$ cat config.mk
export PLATFORM = sky130hd
export DESIGN_NAME = uart_xreg_ctrl
export DESIGN_NICKNAME = d
export VERILOG_FILES = /design/src/rtl/uart_xreg_pkg.sv /design/src/rtl/uart_xreg_decode.sv /design/src/rtl/uart_xreg_guard_reg.sv /design/src/rtl/uart_xreg_rdmux.sv /design/src/rtl/uart_xreg_ctrl.sv
export SDC_FILE = /design/constraint.sdc
export NUM_CORES = 1
export LEC_CHECK = 0
export BUFFER_PORTS_ARGS = -buffer_cell sky130_fd_sc_hd__buf_4
export CAP_MARGIN = 0
export CORE_UTILIZATION = 50
export DETAILED_ROUTE_END_ITERATION = 8
export HOLD_SLACK_MARGIN = 0.08
export PLACE_DENSITY = 0.83
export SYNTH_ARGS = -nofsm -noshare
export SYNTH_HDL_FRONTEND = slang
export SYNTH_SLANG_ARGS = --single-unit
$ cat constraint.sdc
create_clock -name clk_i -period 5.2 [get_ports clk_i]
set_clock_uncertainty 0.1 [all_clocks]
set_input_delay 0.78 -clock clk_i [delete_from_list [all_inputs] [get_ports clk_i]]
set_output_delay 0.78 -clock clk_i [all_outputs]
set_load 0.05 [all_outputs]
$ cat src/rtl/uart_xreg_pkg.sv
package uart_xreg_pkg;
  localparam int AW = 3;

  typedef enum logic [1:0] {VIEW_NORM, VIEW_DIV, VIEW_EXT} view_e;

  typedef struct packed {
    logic dll;
    logic dlm;
    logic ier;
    logic fcr;
    logic lcr;
    logic mcr;
    logic spr;
    logic emsr;
    logic efr;
    logic fctr;
    logic trg_rx;
    logic trg_tx;
  } wstb_t;

  localparam logic [AW-1:0] A_R0 = 3'd0;
  localparam logic [AW-1:0] A_R1 = 3'd1;
  localparam logic [AW-1:0] A_R2 = 3'd2;
  localparam logic [AW-1:0] A_R3 = 3'd3;
  localparam logic [AW-1:0] A_R4 = 3'd4;
  localparam logic [AW-1:0] A_R5 = 3'd5;
  localparam logic [AW-1:0] A_R6 = 3'd6;
  localparam logic [AW-1:0] A_R7 = 3'd7;
endpackage

$ cat src/rtl/uart_xreg_decode.sv
module uart_xreg_decode
  import uart_xreg_pkg::*;
#(
  parameter int          DW      = 8,
  parameter logic [DW-1:0] EXT_KEY = 8'hBF,
  parameter int          SWAP_BIT = 6,
  parameter int          DIR_BIT  = 7
) (
  input  logic [DW-1:0] lcr_i,
  input  logic [DW-1:0] fctr_i,
  input  logic [AW-1:0] addr_i,
  input  logic          wr_i,
  output view_e         view_o,
  output wstb_t         wstb_o
);
  always_comb begin
    if (lcr_i == EXT_KEY)    view_o = VIEW_EXT;
    else if (lcr_i[DW-1])    view_o = VIEW_DIV;
    else                     view_o = VIEW_NORM;
  end

  always_comb begin
    wstb_o = '0;
    if (wr_i) begin
      unique case (addr_i)
        A_R0: wstb_o.dll = (view_o != VIEW_NORM);
        A_R1: begin
          wstb_o.dlm = (view_o != VIEW_NORM);
          wstb_o.ier = (view_o == VIEW_NORM);
        end
        A_R2: begin
          wstb_o.efr = (view_o == VIEW_EXT);
          wstb_o.fcr = (view_o != VIEW_EXT);
        end
        A_R3: wstb_o.lcr = 1'b1;
        A_R4: begin
          wstb_o.mcr    = (view_o != VIEW_EXT);
          wstb_o.trg_tx = (view_o == VIEW_EXT) && fctr_i[DIR_BIT];
          wstb_o.trg_rx = (view_o == VIEW_EXT) && !fctr_i[DIR_BIT];
        end
        A_R5: wstb_o.fctr = (view_o == VIEW_EXT);
        A_R6: ;
        A_R7: begin
          wstb_o.spr  = (view_o != VIEW_EXT) && !fctr_i[SWAP_BIT];
          wstb_o.emsr = (view_o != VIEW_EXT) && fctr_i[SWAP_BIT];
        end
        default: ;
      endcase
    end
  end
endmodule

$ cat src/rtl/uart_xreg_guard_reg.sv
// Byte register; bits set in GUARD_MASK only update while unlock_i is high.
module uart_xreg_guard_reg #(
  parameter int            DW         = 8,
  parameter logic [DW-1:0] GUARD_MASK = '0
) (
  input  logic          clk_i,
  input  logic          rst_ni,
  input  logic          we_i,
  input  logic          unlock_i,
  input  logic [DW-1:0] d_i,
  output logic [DW-1:0] q_o
);
  for (genvar i = 0; i < DW; i++) begin : g_bit
    logic upd;
    if (GUARD_MASK[i]) begin : g_guarded
      assign upd = we_i && unlock_i;
    end else begin : g_free
      assign upd = we_i;
    end
    always_ff @(posedge clk_i or negedge rst_ni) begin
      if (!rst_ni)  q_o[i] <= 1'b0;
      else if (upd) q_o[i] <= d_i[i];
    end
  end
endmodule

$ cat src/rtl/uart_xreg_rdmux.sv
module uart_xreg_rdmux
  import uart_xreg_pkg::*;
#(
  parameter int            DW       = 8,
  parameter logic [DW-1:0] DEV_ID   = 8'h14,
  parameter logic [DW-1:0] DEV_REV  = 8'h01,
  parameter int            SWAP_BIT = 6,
  parameter int            DIR_BIT  = 7
) (
  input  logic          rd_i,
  input  logic [AW-1:0] addr_i,
  input  view_e         view_i,
  input  logic [DW-1:0] dll_i,
  input  logic [DW-1:0] dlm_i,
  input  logic [DW-1:0] ier_i,
  input  logic [DW-1:0] lcr_i,
  input  logic [DW-1:0] mcr_i,
  input  logic [DW-1:0] spr_i,
  input  logic [DW-1:0] efr_i,
  input  logic [DW-1:0] fctr_i,
  input  logic [DW-1:0] isr_i,
  input  logic [DW-1:0] tx_cnt_i,
  input  logic [DW-1:0] rx_cnt_i,
  output logic [DW-1:0] rdata_o
);
  logic          div_zero;
  logic [DW-1:0] cnt_sel;
  logic [DW-1:0] mux;

  assign div_zero = ~|{dlm_i, dll_i};
  assign cnt_sel  = fctr_i[DIR_BIT] ? tx_cnt_i : rx_cnt_i;

  always_comb begin
    mux = '0;
    unique case (addr_i)
      A_R0: if (view_i != VIEW_NORM) mux = dll_i;
      A_R1: mux = (view_i == VIEW_NORM) ? ier_i : dlm_i;
      A_R2: begin
        unique case (view_i)
          VIEW_NORM: mux = isr_i;
          VIEW_DIV:  mux = div_zero ? DEV_ID : '0;
          default:   mux = efr_i;
        endcase
      end
      A_R3: mux = lcr_i;
      A_R4: mux = (view_i == VIEW_EXT) ? cnt_sel : mcr_i;
      A_R5: begin
        if (view_i == VIEW_DIV)      mux = div_zero ? DEV_REV : '0;
        else if (view_i == VIEW_EXT) mux = fctr_i;
      end
      A_R6: ;
      A_R7: if (view_i != VIEW_EXT) mux = fctr_i[SWAP_BIT] ? cnt_sel : spr_i;
      default: ;
    endcase
  end

  assign rdata_o = rd_i ? mux : '0;
endmodule

$ cat src/rtl/uart_xreg_ctrl.sv
module uart_xreg_ctrl
  import uart_xreg_pkg::*;
#(
  parameter int            DW        = 8,
  parameter logic [DW-1:0] EXT_KEY   = 8'hBF,
  parameter logic [DW-1:0] DEV_ID    = 8'h14,
  parameter logic [DW-1:0] DEV_REV   = 8'h01,
  parameter logic [DW-1:0] IER_GUARD = 8'hF0,
  parameter logic [DW-1:0] FCR_GUARD = 8'h30,
  parameter logic [DW-1:0] MCR_GUARD = 8'hE0,
  parameter int            UNLOCK_BIT = 4,
  parameter int            SWAP_BIT   = 6,
  parameter int            DIR_BIT    = 7
) (
  input  logic            clk_i,
  input  logic            rst_ni,
  input  logic [2:0]      addr_i,
  input  logic [DW-1:0]   wdata_i,
  input  logic            wr_i,
  input  logic            rd_i,
  output logic [DW-1:0]   rdata_o,
  input  logic [DW-1:0]   isr_i,
  input  logic [DW-1:0]   tx_cnt_i,
  input  logic [DW-1:0]   rx_cnt_i,
  output logic [2*DW-1:0] divisor_o,
  output logic [DW-1:0]   lcr_o,
  output logic [DW-1:0]   ier_o,
  output logic [DW-1:0]   fcr_o,
  output logic [DW-1:0]   mcr_o,
  output logic [DW-1:0]   efr_o,
  output logic [DW-1:0]   fctr_o,
  output logic [DW-1:0]   emsr_o,
  output logic [DW-1:0]   trg_rx_o,
  output logic [DW-1:0]   trg_tx_o
);
  localparam int NREG = 12;
  localparam logic [DW-1:0] NO_GUARD = '0;

  view_e         view;
  wstb_t         wstb;
  logic          unlock;
  logic [DW-1:0] dll, dlm, spr;
  logic [DW-1:0] q   [NREG];
  logic [NREG-1:0] we;

  uart_xreg_decode #(
    .DW(DW), .EXT_KEY(EXT_KEY), .SWAP_BIT(SWAP_BIT), .DIR_BIT(DIR_BIT)
  ) i_decode (
    .lcr_i (lcr_o),
    .fctr_i(fctr_o),
    .addr_i(addr_i),
    .wr_i  (wr_i),
    .view_o(view),
    .wstb_o(wstb)
  );

  assign unlock = efr_o[UNLOCK_BIT];
  assign we = {wstb.dll, wstb.dlm, wstb.ier, wstb.fcr, wstb.lcr, wstb.mcr,
               wstb.spr, wstb.emsr, wstb.efr, wstb.fctr, wstb.trg_rx, wstb.trg_tx};

  // Index k maps to we[NREG-1-k]: 0 dll,1 dlm,2 ier,3 fcr,4 lcr,5 mcr,6 spr,7 emsr,8 efr,9 fctr,10 trg_rx,11 trg_tx
  for (genvar k = 0; k < NREG; k++) begin : g_reg
    localparam logic [DW-1:0] MASK = (k == 2) ? IER_GUARD :
                                     (k == 3) ? FCR_GUARD :
                                     (k == 5) ? MCR_GUARD : NO_GUARD;
    uart_xreg_guard_reg #(.DW(DW), .GUARD_MASK(MASK)) i_reg (
      .clk_i   (clk_i),
      .rst_ni  (rst_ni),
      .we_i    (we[NREG-1-k]),
      .unlock_i(unlock),
      .d_i     (wdata_i),
      .q_o     (q[k])
    );
  end

  assign dll      = q[0];
  assign dlm      = q[1];
  assign ier_o    = q[2];
  assign fcr_o    = q[3];
  assign lcr_o    = q[4];
  assign mcr_o    = q[5];
  assign spr      = q[6];
  assign emsr_o   = q[7];
  assign efr_o    = q[8];
  assign fctr_o   = q[9];
  assign trg_rx_o = q[10];
  assign trg_tx_o = q[11];
  assign divisor_o = {dlm, dll};

  uart_xreg_rdmux #(
    .DW(DW), .DEV_ID(DEV_ID), .DEV_REV(DEV_REV), .SWAP_BIT(SWAP_BIT), .DIR_BIT(DIR_BIT)
  ) i_rdmux (
    .rd_i    (rd_i),
    .addr_i  (addr_i),
    .view_i  (view),
    .dll_i   (dll),
    .dlm_i   (dlm),
    .ier_i   (ier_o),
    .lcr_i   (lcr_o),
    .mcr_i   (mcr_o),
    .spr_i   (spr),
    .efr_i   (efr_o),
    .fctr_i  (fctr_o),
    .isr_i   (isr_i),
    .tx_cnt_i(tx_cnt_i),
    .rx_cnt_i(rx_cnt_i),
    .rdata_o (rdata_o)
  );
endmodule

Yosys cells after proc, flatten, opt, wreduce, memory -nomap -nowiden
Index checks and enable logic that the tools add are counted.

Input bits: 39. Output and inout port bits: 96. Register bits after elaboration: 96. Word-level logic and storage cells: 144.

Equality and inequality tests: 10. Mux-type cells: 25. Reduce and logical (&&, ||, !) cells: 13.

Operators by type and width (number): $mux W8 (9); $pmux W8 S7 (1); $pmux W8 S2 (1); $reduce_or A16 Y1 (1); $mux W12 (1); $eq A3 B3 Y1 const B (3); $eq A8 B8 Y1 const B (1); $mux W1 (8); $mux W2 (4); $logic_and A1 B1 Y1 (7); $eq A3 B2 Y1 const B (2); $mux W5 (1); $eq A3 B1 Y1 const B (1); $logic_not A3 Y1 (1); $eq A2 B1 Y1 const B (1); $eq A2 B2 Y1 const B (1); $logic_not A1 Y1 (2); $logic_not A2 Y1 (1); $ne A2 B2 Y1 const B (1); $reduce_bool A2 Y1 (1).

Depth between registers and ports, before layout
Depth after elaboration: 7. Gate-level depth with buffers: 7.

By module
A second synthesis with hierarchy kept.

Cell total of the unflattened synthesis: 375. Area, all modules: 5041.1 um^2.

By module, submodules not included: uart_xreg_guard_reg (g_reg[0].i_reg ...) (cells each 17, area an instance 331.6 um^2, instances 9, sequential area each 200.2 um^2); uart_xreg_rdmux (cells each 143, area an instance 913.4 um^2, instances 1, sequential area each 0.0 um^2); uart_xreg_guard_reg (g_reg[5].i_reg) (cells each 18, area an instance 324.1 um^2, instances 1, sequential area each 200.2 um^2); uart_xreg_guard_reg (g_reg[3].i_reg) (cells each 18, area an instance 320.3 um^2, instances 1, sequential area each 200.2 um^2); uart_xreg_guard_reg (g_reg[2].i_reg) (cells each 17, area an instance 316.6 um^2, instances 1, sequential area each 200.2 um^2); uart_xreg_decode (cells each 26, area an instance 182.7 um^2, instances 1, sequential area each 0.0 um^2).

Worst setup path before layout
No wires, ideal clock.

Path kind: input to output. Start: input addr_i[2]. End: output rdata_o[1]. Stages: 6. Slack: 1.757 ns. Data arrival time: 2.563 ns. Path buffers: 2. Path through: buf_2 -> nor3b_4 -> and2_1 -> buf_2 -> a221oi_1 -> a31oi_1.

Cells in the longest elaborated chain, start to end: 3. Elaborated cells between the ends (all ways): 9. Those cells by class: eq/ne (6); mux (2); reduce/logical (1).

RTL lines: start: declaration (line uart_xreg_ctrl.sv:17) `input logic [2:0] addr_i,`; $eq A3 B3 Y1 (tied with other cells) (line uart_xreg_rdmux.sv:35) `unique case (addr_i)`; $pmux W8 S7 * (line uart_xreg_rdmux.sv:35); $mux W8 * (line uart_xreg_rdmux.sv:57) `assign rdata_o = rd_i ? mux : '0;`; end: declaration (line uart_xreg_ctrl.sv:21) `output logic [DW-1:0] rdata_o,`.

Mark *: on every way between the ends. The rest lies on a longest branch, timed or not.

Worst setup path after layout
Start: register g_reg[4].i_reg.q_o[7]. End: output rdata_o[3].

Cells in the longest elaborated chain, start to end: 7. Elaborated cells between the ends (all ways): 17. Those cells by class: eq/ne (4); mux (11); reduce/logical (2).

RTL lines: start: declaration (line uart_xreg_guard_reg.sv:11) `output logic [DW-1:0] q_o`; start signal: indexed assignment (line uart_xreg_guard_reg.sv:22) `else if (upd) q_o[i] <= d_i[i];`; $eq A8 B8 Y1 or $mux W1 (tied branches) (line uart_xreg_decode.sv:17, uart_xreg_decode.sv:18); $mux W2 * (line uart_xreg_decode.sv:17) `if (lcr_i == EXT_KEY) view_o = VIEW_EXT;`; $eq A2 B2 Y1 (line uart_xreg_rdmux.sv:46, uart_xreg_rdmux.sv:49); $mux W8 (line uart_xreg_rdmux.sv:49) `else if (view_i == VIEW_EXT) mux = fctr_i;`; $mux W8 (line uart_xreg_rdmux.sv:48) `if (view_i == VIEW_DIV) mux = div_zero ? DEV_REV : '0;`; $pmux W8 S7 * (line uart_xreg_rdmux.sv:35); $mux W8 * (line uart_xreg_rdmux.sv:57).

Marks and branches as above.

==> flow_summary.yaml <==
layout:
  final_nets: 529
  largest_register_ff_count: 96
  antenna_cells: 0
  multi_input_area_sq_um: 2150
  top_regs: "g.i_reg.q_o x96"
  regArea_sq_um: 2400
  drive_gt1_share_pct: 54.7
  nFillCells: 689
  fin_util_pct: 66.4
  layout.cells.non_filler: 603
  top_register: "g.i_reg.q_o"
  area_delta_synth_final_pct: 25.8
power:
  power.density_nw_per_um2: 373
  vdd_drop_max_mv: 0.256
  comb_power_share_pct: 34.1
  internal_power_w: 0.00129
  p_clk_share_pct: 22.3
  p_leak_nw: 2.85
  power_frac_seq_pct: 43.7
  p_switching_w: 0.000912
  switching_share_pct: 41.3
synth:
  syn_area_sq_um: 4700
  synth_top_area_share_pct: 51.2
  synthDistinctLibCells: 48
  synth_common_cells: "100 x mux2_2, 96 x dfrtp_1, 16 x nor2_1"
  synth_most_common_cell: "mux2_2"
  synth_area_leaders: "dfrtp_1 51%, mux2_2 24%, a22oi_1 2.1%"
  yosysWarnings: 0
  syn-instance-count: 371
  postSynthAreaPerCell_sq_um: 12.7
  synth_flop_cell: "dfrtp_1"
  ys_ff_latch: 96
  syn_nets: 410
  yosys.area.top_type: "dfrtp_1"
  ys_seq_area_share_pct: 51.2
  synthArstFlopShare_pct: 100
  synth-edff-count: 0
setup_path:
  r2r_start: "g_reg[4].i_reg.q_o[7]"
  crit_arrival_ns: 2.86
  r2r_cells: 6
  crit_type: "register to output pin"
  timing.rr.end: "g_reg[10].i_reg.q_o[7]"
  end_kind: "output pin"
  worstSetupStartpointType: "register"
  r2r_slack_ns: 2.55
  crit_fanout: 22
  critPathRequiredTime_ns: 4.32
global_route:
  grt_antenna_before_repair: 0
  grt_pass1_vias: 3734
  grt_overflow: 0
  grt_max_degree: 61
  grt_pass1_wl_microns: 20700
  track_usage_pct: 28.1
routing:
  dr.first_iter.drc_count: 349
  num_vias: 3656
  drc: 0
  dr.pass1.iters: 5
  postRouteAntennaNets: 0
  vias_per_cell: 6.06
  drt_wl_total_microns: 13200
  wl_per_cell_microns: 21.8
clock_network:
  htree_levels: 3
  clk_path_buf_depth: 2
  clockRootBuffer: "clkbuf_8"
  cts.sinks: 96
  post_cts.resized_instances: 0
  numCtsBuffers: 9
  postCtsHoldBufs: 0
  post_cts_buffers: 0
  clock_latency_ns: 0.38
  cts_tree: "done"
  cts.reportedPaths.clkPinSlew_ns: 0.10
sta:
  rsz0062_at_grt: "no"
  drv_slew: 0
  hold_violations: 0
  slew_headroom_pct: 50.4
  max_clock_freq_mhz: 268
  fin_setup_tns_ns: 0
  post-route-period-util_pct: 71.9
  setup_viol: 0
  tightest_slew_ns: 0.744
  whs_ns: 0.242
  postLayoutSetupSlackWorst_ns: 1.46
  period_minus_slack_ns: 3.74
floorplanning:
  dieArea_sq_um: 9780
  die_x_microns: 98.9
  core_area_sq_um: 8890
  start_util_pct: 52.8
  core.rowCount: 34
  pin_count: 135
  dieHeight_microns: 98.9
placement:
  gp_congestion: 0.923
  portBuffers: 134
  place_inst: 587
  place_ws_ns: 1.89
  dpl.hpwl_microns: 9500
status:
  status: "completed"
worst_hold_path:
  hold_path.class: "input port to async pin"
run:
  drv_cap: 0
logic make-up (layout without fill, tap and decap cells):
logic type | Yosys count | count (layout) | synth area share, %
flip-flops | 96 | 96 | 51.2
buffers and inverters | 29 | 153 | 3.06
AO/OA/AOI/OAI | 60 | 60 | 8.85
AND/OR/NAND/NOR | 74 | 74 | 9.97
multiplexers | 112 | 112 | 27.0
stage by stage:
stage | power [W] | area (sq um)
2_1_floorplan | 0.00145 | 4700
3_3_place_gp | 0.00171 | 5710
3_5_place_dp | 0.00173 | 5710
6_report | 0.00221 | 5910
4_1_cts | 0.00221 | 5910
5_1_grt | 0.00228 | 5910
how the worst max path moves through the flow:
stage | from | end | slack (ns)
final | g_reg[4].i_reg.q_o[7] | rdata_o[3] | 1.46
after global routing | g_reg[4].i_reg.q_o[7] | rdata_o[3] | 1.25
after CTS | g_reg[4].i_reg.q_o[7] | rdata_o[3] | 1.53
after detailed placement | addr_i[0] | rdata_o[2] | 1.89
after global placement | addr_i[0] | rdata_o[2] | 1.96
after floorplan | addr_i[2] | rdata_o[1] | 1.76
cell usage in the layout, fill, tap and decap left out, drive strengths merged:
master	instances
buf	136
mux2	104
dfrtp	96
nor2	19
nand2	18
a22oi	13
a21oi	12
o211ai	9
clkbuf	9
mux2i	8
nand3	8
a31oi	6
a221oi	5
o21ai	5
and2	5
inv	5
nor2b	4
a32oi	3
nand4	3
and3	3
nand3b	3
clkinv	3
nor3b	2
o22ai	2
nor4	2
nor3	2
a41oi	2
nand4b	1
and3b	1
or2	1
and2b	1
nor4b	1
a221o	1
o21a	1
a22o	1
final cells by class:
class	instances	area share [%]
sequential	96	40.7
multi-input combinational	246	36.4
clock inverter	7	1.21
inverter	1	0.0635
clock buffer	9	2.10
tap	108	2.29
timing repair buffer	136	17.3
worst max-delay path: stages, from the launching register on:
cell,delay (ns)
dfrtp_1,0.81
nand4b_1,0.19
nor2_1,0.24
buf_4,0.28
and2_1,0.29
a221oi_1,0.13
a31oi_1,0.29
buf_4,0.26
power groups by stage:
stage	clock [W]	combinational (W)	sequential [W]
finish	0.000491	0.000752	0.000963
floorplan	0	0.000217	0.00124
detailed placement	0	0.000753	0.000973
global placement	0	0.000741	0.000967
CTS	0.000496	0.000754	0.000959
global route	0.000528	0.000784	0.000973
routing by layer:
layer	up-vias	global-route usage, %	part of all wire, %
met3	39	7.38	10
met2	222	42.9	46
li1	1610	-	-
met5	-	0	0
met1	1785	38.2	41
met4	0	11.4	2.8
Power figures use the tool's default switching activity.
